--- config.mk ---
export PLATFORM = sky130hd
export DESIGN_NAME = dram_refresh_seq
export DESIGN_NICKNAME = d
export VERILOG_FILES = /design/src/rtl/dram_rfsh_pkg.sv /design/src/rtl/rfsh_tick_timer.sv /design/src/rtl/rfsh_pend_ctr.sv /design/src/rtl/rfsh_cycle_fsm.sv /design/src/rtl/dram_refresh_seq.sv
export SDC_FILE = /design/constraint.sdc
export NUM_CORES = 1
export LEC_CHECK = 0
export ABC_AREA = 1
export BUFFER_PORTS_ARGS = -buffer_cell sky130_fd_sc_hd__clkbuf_2
export CAP_MARGIN = 10
export CORE_MARGIN = 2
export CORE_UTILIZATION = 54
export CTS_BUF_LIST = sky130_fd_sc_hd__clkbuf_2
export CTS_CLUSTER_DIAMETER = 50
export CTS_CLUSTER_SIZE = 14
export DETAILED_ROUTE_END_ITERATION = 10
export GPL_TIMING_DRIVEN = 0
export PLACE_DENSITY = 0.76
export SLEW_MARGIN = 20
export SYNTH_ARGS = -nofsm -noshare
export SYNTH_HDL_FRONTEND = slang
export SYNTH_SLANG_ARGS = --single-unit
--- constraint.sdc ---
create_clock -name clk -period 2.27 [get_ports clk]
set_clock_uncertainty 0.15 [all_clocks]
set_input_delay 0.3405 -clock clk [delete_from_list [all_inputs] [get_ports clk]]
set_output_delay 0.3405 -clock clk [all_outputs]
set_load 0.01 [all_outputs]
--- src/rtl/dram_rfsh_pkg.sv ---
package dram_rfsh_pkg;

    typedef enum logic [1:0] {
        CYC_IDLE,
        CYC_SETUP,
        CYC_RASLO,
        CYC_PRECH
    } cyc_state_e;

    typedef enum logic [1:0] {
        PH_PAUSE,
        PH_WARM,
        PH_RUN
    } phase_e;

endpackage

--- src/rtl/rfsh_tick_timer.sv ---
module rfsh_tick_timer #(
    parameter int LIMIT = 100
) (
    input  logic clk,
    input  logic rst_n,
    input  logic en,
    output logic tick
);
    localparam int CW = (LIMIT > 2) ? $clog2(LIMIT) : 1;

    typedef struct packed {
        logic [CW-1:0] cnt;
    } tmr_t;

    tmr_t tmr_d, tmr_q;

    always_comb begin
        tmr_d = tmr_q;
        tick  = en && (tmr_q.cnt == CW'(LIMIT - 1));
        if (!en || tick) begin
            tmr_d.cnt = '0;
        end else begin
            tmr_d.cnt = tmr_q.cnt + 1'b1;
        end
    end

    always_ff @(posedge clk or negedge rst_n) begin
        if (!rst_n) tmr_q <= '0;
        else        tmr_q <= tmr_d;
    end

    AST_TIMER_RANGE: assert property (@(posedge clk) disable iff (!rst_n)
        tmr_q.cnt <= CW'(LIMIT - 1));

endmodule

--- src/rtl/rfsh_pend_ctr.sv ---
module rfsh_pend_ctr #(
    parameter int MAX_PEND = 8
) (
    input  logic clk,
    input  logic rst_n,
    input  logic inc,
    input  logic dec,
    output logic pend_nz,
    output logic pend_full
);
    localparam int PW = $clog2(MAX_PEND + 1);

    typedef struct packed {
        logic [PW-1:0] cnt;
    } pend_t;

    pend_t pend_d, pend_q;

    always_comb begin
        pend_d    = pend_q;
        pend_nz   = (pend_q.cnt != '0);
        pend_full = (pend_q.cnt == PW'(MAX_PEND));
        unique case ({inc, dec})
            2'b10:   if (!pend_full) pend_d.cnt = pend_q.cnt + 1'b1;
            2'b01:   if (pend_nz)    pend_d.cnt = pend_q.cnt - 1'b1;
            default: ;
        endcase
    end

    always_ff @(posedge clk or negedge rst_n) begin
        if (!rst_n) pend_q <= '0;
        else        pend_q <= pend_d;
    end

    AST_PEND_LIMIT: assert property (@(posedge clk) disable iff (!rst_n)
        pend_q.cnt <= PW'(MAX_PEND));
    AST_NO_UNDERFLOW: assert property (@(posedge clk) disable iff (!rst_n)
        dec |-> pend_nz);
    AST_PEND_NET_ZERO: assert property (@(posedge clk) disable iff (!rst_n)
        (inc && dec) |=> $stable(pend_q.cnt));

endmodule

--- src/rtl/rfsh_cycle_fsm.sv ---
module rfsh_cycle_fsm
    import dram_rfsh_pkg::*;
#(
    parameter int ROW_W = 9,
    parameter int T_CSR = 1,
    parameter int T_CHR = 1,
    parameter int T_RAS = 4,
    parameter int T_RP  = 3
) (
    input  logic             clk,
    input  logic             rst_n,
    input  logic             start,
    input  logic             ras_only,
    output logic             ras_n,
    output logic             cas_n,
    output logic [ROW_W-1:0] row,
    output logic             busy,
    output logic             done
);
    localparam int MAXT_A = (T_CSR > T_RAS) ? T_CSR : T_RAS;
    localparam int MAXT   = (MAXT_A > T_RP) ? MAXT_A : T_RP;
    localparam int CW     = $clog2(MAXT + 1);
    localparam int CAS_REL = T_RAS - 1 - T_CHR;

    typedef struct packed {
        cyc_state_e       state;
        logic [CW-1:0]    cnt;
        logic             mode;
        logic             ras_n;
        logic             cas_n;
        logic [ROW_W-1:0] row;
    } cyc_t;

    cyc_t cyc_d, cyc_q;

    always_comb begin
        cyc_d = cyc_q;
        unique case (cyc_q.state)
            CYC_IDLE: begin
                if (start) begin
                    cyc_d.state = CYC_SETUP;
                    cyc_d.cnt   = CW'(T_CSR - 1);
                    cyc_d.mode  = ras_only;
                end
            end
            CYC_SETUP: begin
                if (cyc_q.cnt == '0) begin
                    cyc_d.state = CYC_RASLO;
                    cyc_d.cnt   = CW'(T_RAS - 1);
                end else begin
                    cyc_d.cnt = cyc_q.cnt - 1'b1;
                end
            end
            CYC_RASLO: begin
                if (cyc_q.cnt == '0) begin
                    cyc_d.state = CYC_PRECH;
                    cyc_d.cnt   = CW'(T_RP - 1);
                end else begin
                    cyc_d.cnt = cyc_q.cnt - 1'b1;
                end
            end
            CYC_PRECH: begin
                if (cyc_q.cnt == '0) begin
                    cyc_d.state = CYC_IDLE;
                    if (cyc_q.mode) cyc_d.row = cyc_q.row + 1'b1;
                end else begin
                    cyc_d.cnt = cyc_q.cnt - 1'b1;
                end
            end
            default: cyc_d.state = CYC_IDLE;
        endcase
        cyc_d.ras_n = (cyc_d.state != CYC_RASLO);
        cyc_d.cas_n = !(!cyc_d.mode &&
                        ((cyc_d.state == CYC_SETUP) ||
                         ((cyc_d.state == CYC_RASLO) && (cyc_d.cnt > CW'(CAS_REL)))));
    end

    always_ff @(posedge clk or negedge rst_n) begin
        if (!rst_n) begin
            cyc_q       <= '0;
            cyc_q.state <= CYC_IDLE;
            cyc_q.ras_n <= 1'b1;
            cyc_q.cas_n <= 1'b1;
        end else begin
            cyc_q <= cyc_d;
        end
    end

    assign ras_n = cyc_q.ras_n;
    assign cas_n = cyc_q.cas_n;
    assign row   = cyc_q.row;
    assign busy  = (cyc_q.state != CYC_IDLE);
    assign done  = (cyc_q.state == CYC_PRECH) && (cyc_q.cnt == '0);

    AST_CAS_LEADS_RAS: assert property (@(posedge clk) disable iff (!rst_n)
        ($fell(cyc_q.ras_n) && !cyc_q.mode) |-> (!cyc_q.cas_n && $past(!cyc_q.cas_n)));
    AST_CAS_UP_BEFORE_RAS: assert property (@(posedge clk) disable iff (!rst_n)
        $rose(cyc_q.ras_n) |-> $past(cyc_q.cas_n));
    AST_RAS_ONLY_CAS_HIGH: assert property (@(posedge clk) disable iff (!rst_n)
        (!cyc_q.ras_n && cyc_q.mode) |-> cyc_q.cas_n);
    AST_ROW_STEP: assert property (@(posedge clk) disable iff (!rst_n)
        (done && cyc_q.mode) |=> (cyc_q.row == ROW_W'($past(cyc_q.row) + 1'b1)));
    AST_ROW_HOLD: assert property (@(posedge clk) disable iff (!rst_n)
        (done && !cyc_q.mode) |=> $stable(cyc_q.row));
    AST_IDLE_QUIET: assert property (@(posedge clk) disable iff (!rst_n)
        !busy |-> (cyc_q.ras_n && cyc_q.cas_n));

endmodule

--- src/rtl/dram_refresh_seq.sv ---
module dram_refresh_seq
    import dram_rfsh_pkg::*;
#(
    parameter int PAUSE_CYC    = 20000,
    parameter int WARMUP_CNT   = 8,
    parameter int INTERVAL_CYC = 1560,
    parameter int MAX_PEND     = 8,
    parameter int ROW_W        = 9,
    parameter int T_CSR        = 1,
    parameter int T_CHR        = 1,
    parameter int T_RAS        = 4,
    parameter int T_RP         = 3
) (
    input  logic             clk,
    input  logic             rst_n,
    input  logic             ras_only_mode,
    input  logic             rfsh_gnt,
    output logic             rfsh_req,
    output logic             rfsh_urgent,
    output logic             init_done,
    output logic             bus_own,
    output logic             ras_n,
    output logic             lcas_n,
    output logic             ucas_n,
    output logic [ROW_W-1:0] addr,
    output logic             we_n,
    output logic             oe_n
);
    localparam int WW = $clog2(WARMUP_CNT + 1);

    typedef struct packed {
        phase_e        phase;
        logic [WW-1:0] warm_cnt;
        logic          init_done;
    } top_t;

    top_t top_d, top_q;

    logic pause_tick, ival_tick;
    logic pend_nz, pend_full;
    logic cyc_start, cyc_busy, cyc_done, cyc_cas_n;
    logic run_start;

    rfsh_tick_timer #(.LIMIT(PAUSE_CYC)) i_pause_tmr (
        .clk  (clk),
        .rst_n(rst_n),
        .en   (top_q.phase == PH_PAUSE),
        .tick (pause_tick)
    );

    rfsh_tick_timer #(.LIMIT(INTERVAL_CYC)) i_ival_tmr (
        .clk  (clk),
        .rst_n(rst_n),
        .en   (top_q.phase == PH_RUN),
        .tick (ival_tick)
    );

    rfsh_pend_ctr #(.MAX_PEND(MAX_PEND)) i_pend (
        .clk      (clk),
        .rst_n    (rst_n),
        .inc      (ival_tick),
        .dec      (run_start),
        .pend_nz  (pend_nz),
        .pend_full(pend_full)
    );

    rfsh_cycle_fsm #(
        .ROW_W(ROW_W), .T_CSR(T_CSR), .T_CHR(T_CHR), .T_RAS(T_RAS), .T_RP(T_RP)
    ) i_cyc (
        .clk     (clk),
        .rst_n   (rst_n),
        .start   (cyc_start),
        .ras_only(ras_only_mode),
        .ras_n   (ras_n),
        .cas_n   (cyc_cas_n),
        .row     (addr),
        .busy    (cyc_busy),
        .done    (cyc_done)
    );

    always_comb begin
        top_d     = top_q;
        run_start = (top_q.phase == PH_RUN) && !cyc_busy && rfsh_gnt && pend_nz;
        cyc_start = run_start || ((top_q.phase == PH_WARM) && !cyc_busy);
        unique case (top_q.phase)
            PH_PAUSE: if (pause_tick) top_d.phase = PH_WARM;
            PH_WARM: begin
                if (cyc_done) begin
                    if (top_q.warm_cnt == WW'(WARMUP_CNT - 1)) begin
                        top_d.phase     = PH_RUN;
                        top_d.init_done = 1'b1;
                    end else begin
                        top_d.warm_cnt = top_q.warm_cnt + 1'b1;
                    end
                end
            end
            default: ;
        endcase
    end

    always_ff @(posedge clk or negedge rst_n) begin
        if (!rst_n) begin
            top_q       <= '0;
            top_q.phase <= PH_PAUSE;
        end else begin
            top_q <= top_d;
        end
    end

    assign init_done   = top_q.init_done;
    assign rfsh_req    = pend_nz;
    assign rfsh_urgent = pend_full;
    assign bus_own     = (top_q.phase == PH_WARM) || cyc_busy;
    assign lcas_n      = cyc_cas_n;
    assign ucas_n      = cyc_cas_n;
    assign we_n        = 1'b1;
    assign oe_n        = 1'b1;

    AST_PAUSE_QUIET: assert property (@(posedge clk) disable iff (!rst_n)
        (top_q.phase == PH_PAUSE) |-> (ras_n && lcas_n && ucas_n && !bus_own));
    AST_INIT_AFTER_PRECH: assert property (@(posedge clk) disable iff (!rst_n)
        $rose(init_done) |-> ($past(cyc_done) && ras_n));
    AST_NO_GRANTLESS_START: assert property (@(posedge clk) disable iff (!rst_n)
        (init_done && !cyc_busy && !rfsh_gnt) |=> !cyc_busy);
    AST_REQ_KEPT: assert property (@(posedge clk) disable iff (!rst_n)
        (rfsh_req && !run_start) |=> rfsh_req);
    AST_URGENT_IMPLIES_REQ: assert property (@(posedge clk) disable iff (!rst_n)
        rfsh_urgent |-> rfsh_req);

endmodule

==> results of run 1 <==
==> worst max-delay path, delay by kind of cell, from the launching register on <==
| family | cells | cell delay (ns) |
|---|---|---|
| simple gates | 11 | 0.88 |
| fa+ha+maj | 2 | 0.42 |
| flops | 1 | 0.42 |
| compound gates | 1 | 0.21 |
| buf+inv | 2 | 0.12 |
==> power breakdown <==
part	internal, W	total (W)	leakage (nW)	switching (W)
combinational	0.00000854	0.0000314	0.926	0.0000228
sequential	0.000967	0.000969	0.724	0.00000231
clock	0.000183	0.000494	0.0427	0.000311
total	0.00116	0.00149	1.69	0.000336
==> layer usage <==
metal	vias to the layer above	share of wire	GRT usage
li1	1148	-	-
met1	1036	0.46	0.232
met2	28	0.51	0.347
met3	6	0.030	0.0384
met4	0	0.0094	0.0429
met5	-	0	0
==> sequential cells by signal, indices dropped and copies added, names as in the netlist <==
signal	count
i_cyc.cas_n	1
i_cyc.cyc_q	6
i_cyc.ras_n	1
i_cyc.row	9
i_ival_tmr.tmr_q	11
i_pause_tmr.tmr_q	15
i_pend.pend_q	4
init_done	1
top_q	6
==> layout by cell type (no fill, tap or decap), types with 2 or more instances in the layout <==
master / instances
inv_2: 3
xnor2_1: 4
nor2_4: 3
nor2_1: 49
a21oi_1: 12
nand2_1: 52
nand2_2: 9
buf_4: 18
ha_4: 2
nor4_1: 3
conb_1: 2
o21bai_1: 3
clkinv_2: 3
dfstp_2: 2
nor3b_1: 2
xor2_1: 12
o21ai_0: 7
nand3_2: 2
nor3_1: 15
dfrtp_1: 52
clkbuf_2: 23
nor2_2: 4
ha_1: 7
nor3_2: 2
or2_2: 3
inv_1: 50
nand4_1: 5
nand3_1: 17
==> how the worst max path moves through the flow <==
stage / startpoint / endpoint / slack (ns) / depth (start not counted)
floorplan: i_ival_tmr.tmr_q[0] / i_pend.pend_q[3] / 0.04 / 16
global placement: i_ival_tmr.tmr_q[0] / i_pend.pend_q[3] / -0.19 / 16
detailed placement: i_ival_tmr.tmr_q[0] / i_pend.pend_q[3] / -0.22 / 16
CTS: i_ival_tmr.tmr_q[0] / i_pend.pend_q[3] / 0.03 / 16
global route: i_ival_tmr.tmr_q[0] / i_pend.pend_q[3] / -0.27 / 16
finish: i_ival_tmr.tmr_q[1] / i_pend.pend_q[3] / -0.03 / 16
==> layout make-up <==
type	instances	area, µm²
fill	463	1890
sequential	54	1350
multi-input combinational	227	1330
inverter	54	204
timing repair buffer	25	145
buffer	13	97.6
tap	70	87.6
clock inverter	3	40.0
clock buffer	5	25.0
==> repair_timing <==
item,CTS,global route
resized for setup,4,7
pin swaps,1,8
endpoints found under the hold margin,52,0
hold buffers,1,0
cloned,0,0
endpoints found under the setup margin,1,2
setup buffers,4,1
==> logic make-up (layout without fill, tap and decap cells) <==
group,count (synthesis),after routing,synth area share
fa+ha+maj,11,11,0.0495
flops,54,54,0.461
simple gates,170,170,0.281
mux,1,1,0.00384
other cells,1,2,0.00128
buf+inv,67,100,0.103
xor+xnor,16,16,0.0478
compound gates,27,27,0.0525
==> metrics by stage <==
step	power [W]	setup slack [ns]	hold slack, ns	utilization	std cells
6_report	0.00149	-0.0255	0.0578	0.634	451
5_1_grt	0.00155	-0.266	0.0914	0.634	451
4_1_cts	0.00151	0.0308	0.0252	0.628	450
3_5_place_dp	0.00102	-0.221	0.301	0.604	437
3_3_place_gp	0.00102	-0.187	0.302	0.603	437
2_1_floorplan	0.000992	0.0371	-0.105	-	348
==> out/qor.csv, run 1 <==
metric,value,unit
run_status,"complete, but fails checks",
violations,setup timing,
slowest_delay,0.42,ns
area_delta_synth_final,11.8,%
antenna_found_initial,0,
setup_tns,-0.0255,ns
core_area,0.00517,mm²
synth_area,0.00293,mm²
place_congestion,0.863,
required,2.49,ns
min_to,i_cyc.cas_n,
rsz0062_at_grt,yes,
first_pass_iters,4,
hp-start,ras_only_mode,
drt-initial-drc-count,58,
setup_slack,-0.0255,ns
die_h,77.7,µm
ys_top_cells_by_count,"nand2_1, dfrtp_1, inv_1",
setup_viol,1,
path_max_fanout,3,
r2r_cells,16,
synth_async_sr_flop_share,1.00,
syn_avg_cell_area,8.46,µm²
drive_above_1_share,0.218,
end_kind,flip-flop,
slew_viol_final,0,
yosysTopAreaCellShare,0.443,
r2r_end,i_pend.pend_q[3],
clk_latency,0.45,ns
peakVddDrop,0.257,mV
power_leakage,1.69,nW
grt_pass1_vias,2246,
grt_pass1_wl,9450,µm
cts_max_level,2,
yosysSeqAreaShare,0.461,
clkSlewWorstSetupHoldPaths,0.26,ns
antenna_left,0,
hold_path_depth,5,
layout.nets,395,
cts_tree,built,
timing.fmax,0.436,GHz
min_path_type,in2reg,
crit_path_start_kind,flip-flop,
num_rows,26,
routedWlPerCell,11.6,µm
synthCells,347,
hold_viol_final,0,
dpl_cell_area,0.00312,mm²
grt_max_degree,55,
drc,0,
reg2reg_slack,-0.03,ns
synth.most_common_cell,nand2_1,
fin_crit_sh,1.01,
synth_top_cell_by_area,dfrtp_1,
grtUsageTotal,0.191,
final_area,0.00328,mm²
insertedDiodeCount,0,
portBuffers,19,
grt_overflow,0,
worst_pin_slew,0.721,ns
cp.arrival,2.52,ns
slew_headroom,0.519,
start_util,0.567,
ys_warn_count,0,
routed_via_density,4.92,
ys_seq_elements,54,
ios,22,
synth.distinct_cells,37,
synth-edff-count,0,
critical_path_class,reg2reg,
cts_sinks,54,
dp_hpwl,3780,µm
clockRootBuffer,clkbuf_2,
cp_common_cell,nand2_1,
num_vias,2218,
crit_chain,"ha_2, nand2_2, inv_2, nand4_1, nor2_1, nand2_1, nand2_2, inv_2, ha_4, nand2_2, nor2_2, a211oi_2, nand3b_1, nand2_1, nand2_1, nand2_1",
reg2reg_from,i_ival_tmr.tmr_q[1],
dieArea,0.00604,mm²
slowest_stage,dfrtp_1,
max-cap-violations,0,
die_x,77.7,µm
fin_crit,2.30,ns
routed_wl,5220,µm
synth-main-ff-cell,dfrtp_1,
pwr_density_cell,455,mW/mm²
synthTopCellsByArea,"dfrtp_1, nand2_1, inv_1",
cts_buffers,5,
clockBufferDepth,2,
Note: power is estimated with default switching activity, not from simulation.
==> run 2: changes to the inputs <==
--- a/config.mk
+++ b/config.mk
@@ -15,7 +15,7 @@
 export CTS_CLUSTER_SIZE = 14
 export DETAILED_ROUTE_END_ITERATION = 10
 export GPL_TIMING_DRIVEN = 0
-export PLACE_DENSITY = 0.76
+export PLACE_DENSITY_LB_ADDON = 0.3
 export SLEW_MARGIN = 20
 export SYNTH_ARGS = -nofsm -noshare
 export SYNTH_HDL_FRONTEND = slang
==> out/qor.csv, run 2 (synthesized netlist as in run 1, its figures left out) <==
metric,value,unit,change
min_path_type,in2reg,,
switchingPower,0.000342,W,+1.7%
clockRootBuffer,clkbuf_2,,
setup_viol,1,,unchanged
cts_buffers,5,,unchanged
reg2reg_from,i_ival_tmr.tmr_q[0],,
fin_crit,2.33,ns,+0.0308 ns
reg2reg_slack,-0.06,ns,-0.03 ns
path_max_fanout,3,,unchanged
final_cell_mix,"dfrtp_1, nand2_1, inv_1, nor2_1, clkbuf_2",,
slowest_delay,0.43,ns,about the same
crit_path_start_kind,flip-flop,,
clockPowerShare,0.281,,-0.049
core_area,0.00517,mm²,unchanged
finalPower,0.00139,W,-6.7%
crit_chain,"ha_2, nand2_2, inv_2, nand4_1, nor2_2, nand2_2, nand2_2, inv_4, ha_4, nand2_2, nor2_2, a211oi_2, nand3b_1, nand2_1, nand2_1, nand2_1",,
intPower,0.00105,W,-9.1%
pwr_density_cell,424,mW/mm²,-6.9%
place_congestion,0.858,,-0.50%
grtUsageTotal,0.192,,+0.00104
clk_latency,0.45,ns,about the same
dp_hpwl,3780,µm,about the same
grt_overflow,0,,unchanged
portBuffers,19,,unchanged
layout.nets,397,,+0.51%
dp_slack,-0.229,ns,-0.00780 ns
die_x,77.7,µm,unchanged
largest_register_ff_count,15,,unchanged
num_vias,2268,,+2.3%
cts_max_level,2,,unchanged
final_common_cell,dfrtp_1,,
power.share.sequential,0.695,,+0.046
drt-initial-drc-count,71,,+22%
crit_end,i_pend.pend_q[3],,
critical_path_class,reg2reg,,
ios,22,,unchanged
routed_wl,5220,µm,+0.12%
clockBufferDepth,2,,unchanged
drive_above_1_share,0.227,,+0.00931
run_status,"complete, but fails checks",,
peakVddDrop,0.339,mV,+32%
drc,0,,unchanged
worst_pin_slew,0.730,ns,+0.00866 ns
worst-path-stages,16,,unchanged
num_rows,26,,unchanged
grt_max_degree,55,,unchanged
routed_via_density,5.01,,+1.8%
area_delta_synth_final,12.1,%,
crit_path_start,i_ival_tmr.tmr_q[0],,
r2r_cells,16,,unchanged
cp_common_cell,nand2_2,,
grt_pass1_vias,2254,,+0.36%
cts_sinks,54,,unchanged
dieArea,0.00604,mm²,unchanged
cp.buffers_inverters,2,,unchanged
rsz0062_at_grt,yes,,
p_sw_frac,0.245,,+0.0202
setup_slack,-0.0563,ns,-0.0308 ns
slew_headroom,0.514,,-0.00577
antenna_found_initial,0,,unchanged
hold_path_depth,6,,+1
cp.arrival,2.56,ns,+0.04 ns
clkSlewWorstSetupHoldPaths,0.27,ns,about the same
combPwrFrac,0.024,,+0.003
required,2.50,ns,about the same
hold_viol_final,0,,unchanged
cts_tree,built,,
slew_viol_final,0,,unchanged
max-cap-violations,0,,unchanged
violations,setup timing,,
regMostFlops,i_pause_tmr.tmr_q,,
timing.fmax,0.430,GHz,-1.3%
fin_crit_sh,1.02,,+0.0136
insertedDiodeCount,0,,unchanged
slowest_stage,dfrtp_1,,
start_util,0.567,,unchanged
antenna_left,0,,unchanged
end_kind,flip-flop,,
fill_cells,422,,-8.9%
routedWlPerCell,11.5,µm,-0.33%
r2r_end,i_pend.pend_q[3],,
power_leakage,1.69,nW,-0.30%
grt_pass1_wl,9410,µm,-0.37%
die_h,77.7,µm,unchanged
cp_top_family,simple AND/OR/NAND/NOR gates,,
first_pass_iters,4,,unchanged
==> run 2: cell types whose count changed in the layout (fill, tap and decap cells not counted), sizes merged <==
cell,change
buf,+1
bufinv,-1
clkinvlp,+1
dlygate4sd3,+1
==> run 2: worst min-delay path, delay by kind of cell <==
| kind | cells | cell delay, ns |
|---|---|---|
| and+or+nand+nor | 3 | 0.22 |
| buffers and inverters | 3 | 0.27 |
==> run 2: power by group through the flow <==
stage | clock network, W | registers, W | logic [W]
floorplan | 0 | 0.000984 | 0.00000825
global placement | 0 | 0.000984 | 0.0000309
detailed placement | 0 | 0.000985 | 0.0000320
CTS | 0.000406 | 0.000970 | 0.0000347
global route | 0.000438 | 0.000971 | 0.0000391
finish | 0.000392 | 0.000969 | 0.0000328
==> run 2: cell type report <==
type | count | area, µm² | area share
repair buffers | 27 | 163 | 0.0494
inverters | 54 | 206 | 0.0628
clock inverters | 3 | 21.3 | 0.00647
well taps | 70 | 87.6 | 0.0266
plain buffers | 13 | 97.6 | 0.0297
flip-flops and latches | 54 | 1350 | 0.412
clock buffers | 5 | 25.0 | 0.00761
multi-input cells | 227 | 1340 | 0.406
==> run 2: worst min-delay path by stage <==
stage / slack (ns) / to / from
final: 0.25 / i_cyc.cyc_q[15] / rfsh_gnt
after global routing: 0.23 / i_cyc.cyc_q[15] / rfsh_gnt
after CTS: 0.16 / i_cyc.cyc_q[15] / rfsh_gnt
after detailed placement: 0.31 / i_ival_tmr.tmr_q[0] / i_ival_tmr.tmr_q[0]
after global placement: 0.31 / i_ival_tmr.tmr_q[0] / i_ival_tmr.tmr_q[0]
after floorplan: -0.11 / i_cyc.cyc_q[11] / rst_n
==> run 2: per-stage QoR <==
| stage | util | cells | cell area [µm²] | hold WS [ns] | TNS (ns) |
|---|---|---|---|---|---|
| CTS | 0.625 | 450 | 3230 | 0.157 | 0 |
| global route | 0.636 | 453 | 3290 | 0.234 | -0.298 |
| detailed placement | 0.604 | 437 | 3120 | 0.314 | -0.229 |
| finish | 0.636 | 453 | 3290 | 0.246 | -0.0563 |
| floorplan | - | 348 | 2940 | -0.105 | 0 |
| global placement | 0.603 | 437 | 3120 | 0.307 | -0.144 |
==> run 2: metal layers <==
layer,global-route usage,part of all wire,vias to the layer above
li1,-,-,1153
met3,0.0372,0.025,8
met1,0.240,0.48,1072
met5,0,0,-
met4,0.0589,0.012,0
met2,0.334,0.48,35
==> run 2: what timing repair did <==
item                                    4_1_cts  5_1_grt
hold buffers                                  2        0
pin swaps                                     1        5
gates resized for setup                       5       10
hold endpoints to repair                     53        0
setup buffers                                 3        3
endpoints found under the setup margin        1        2
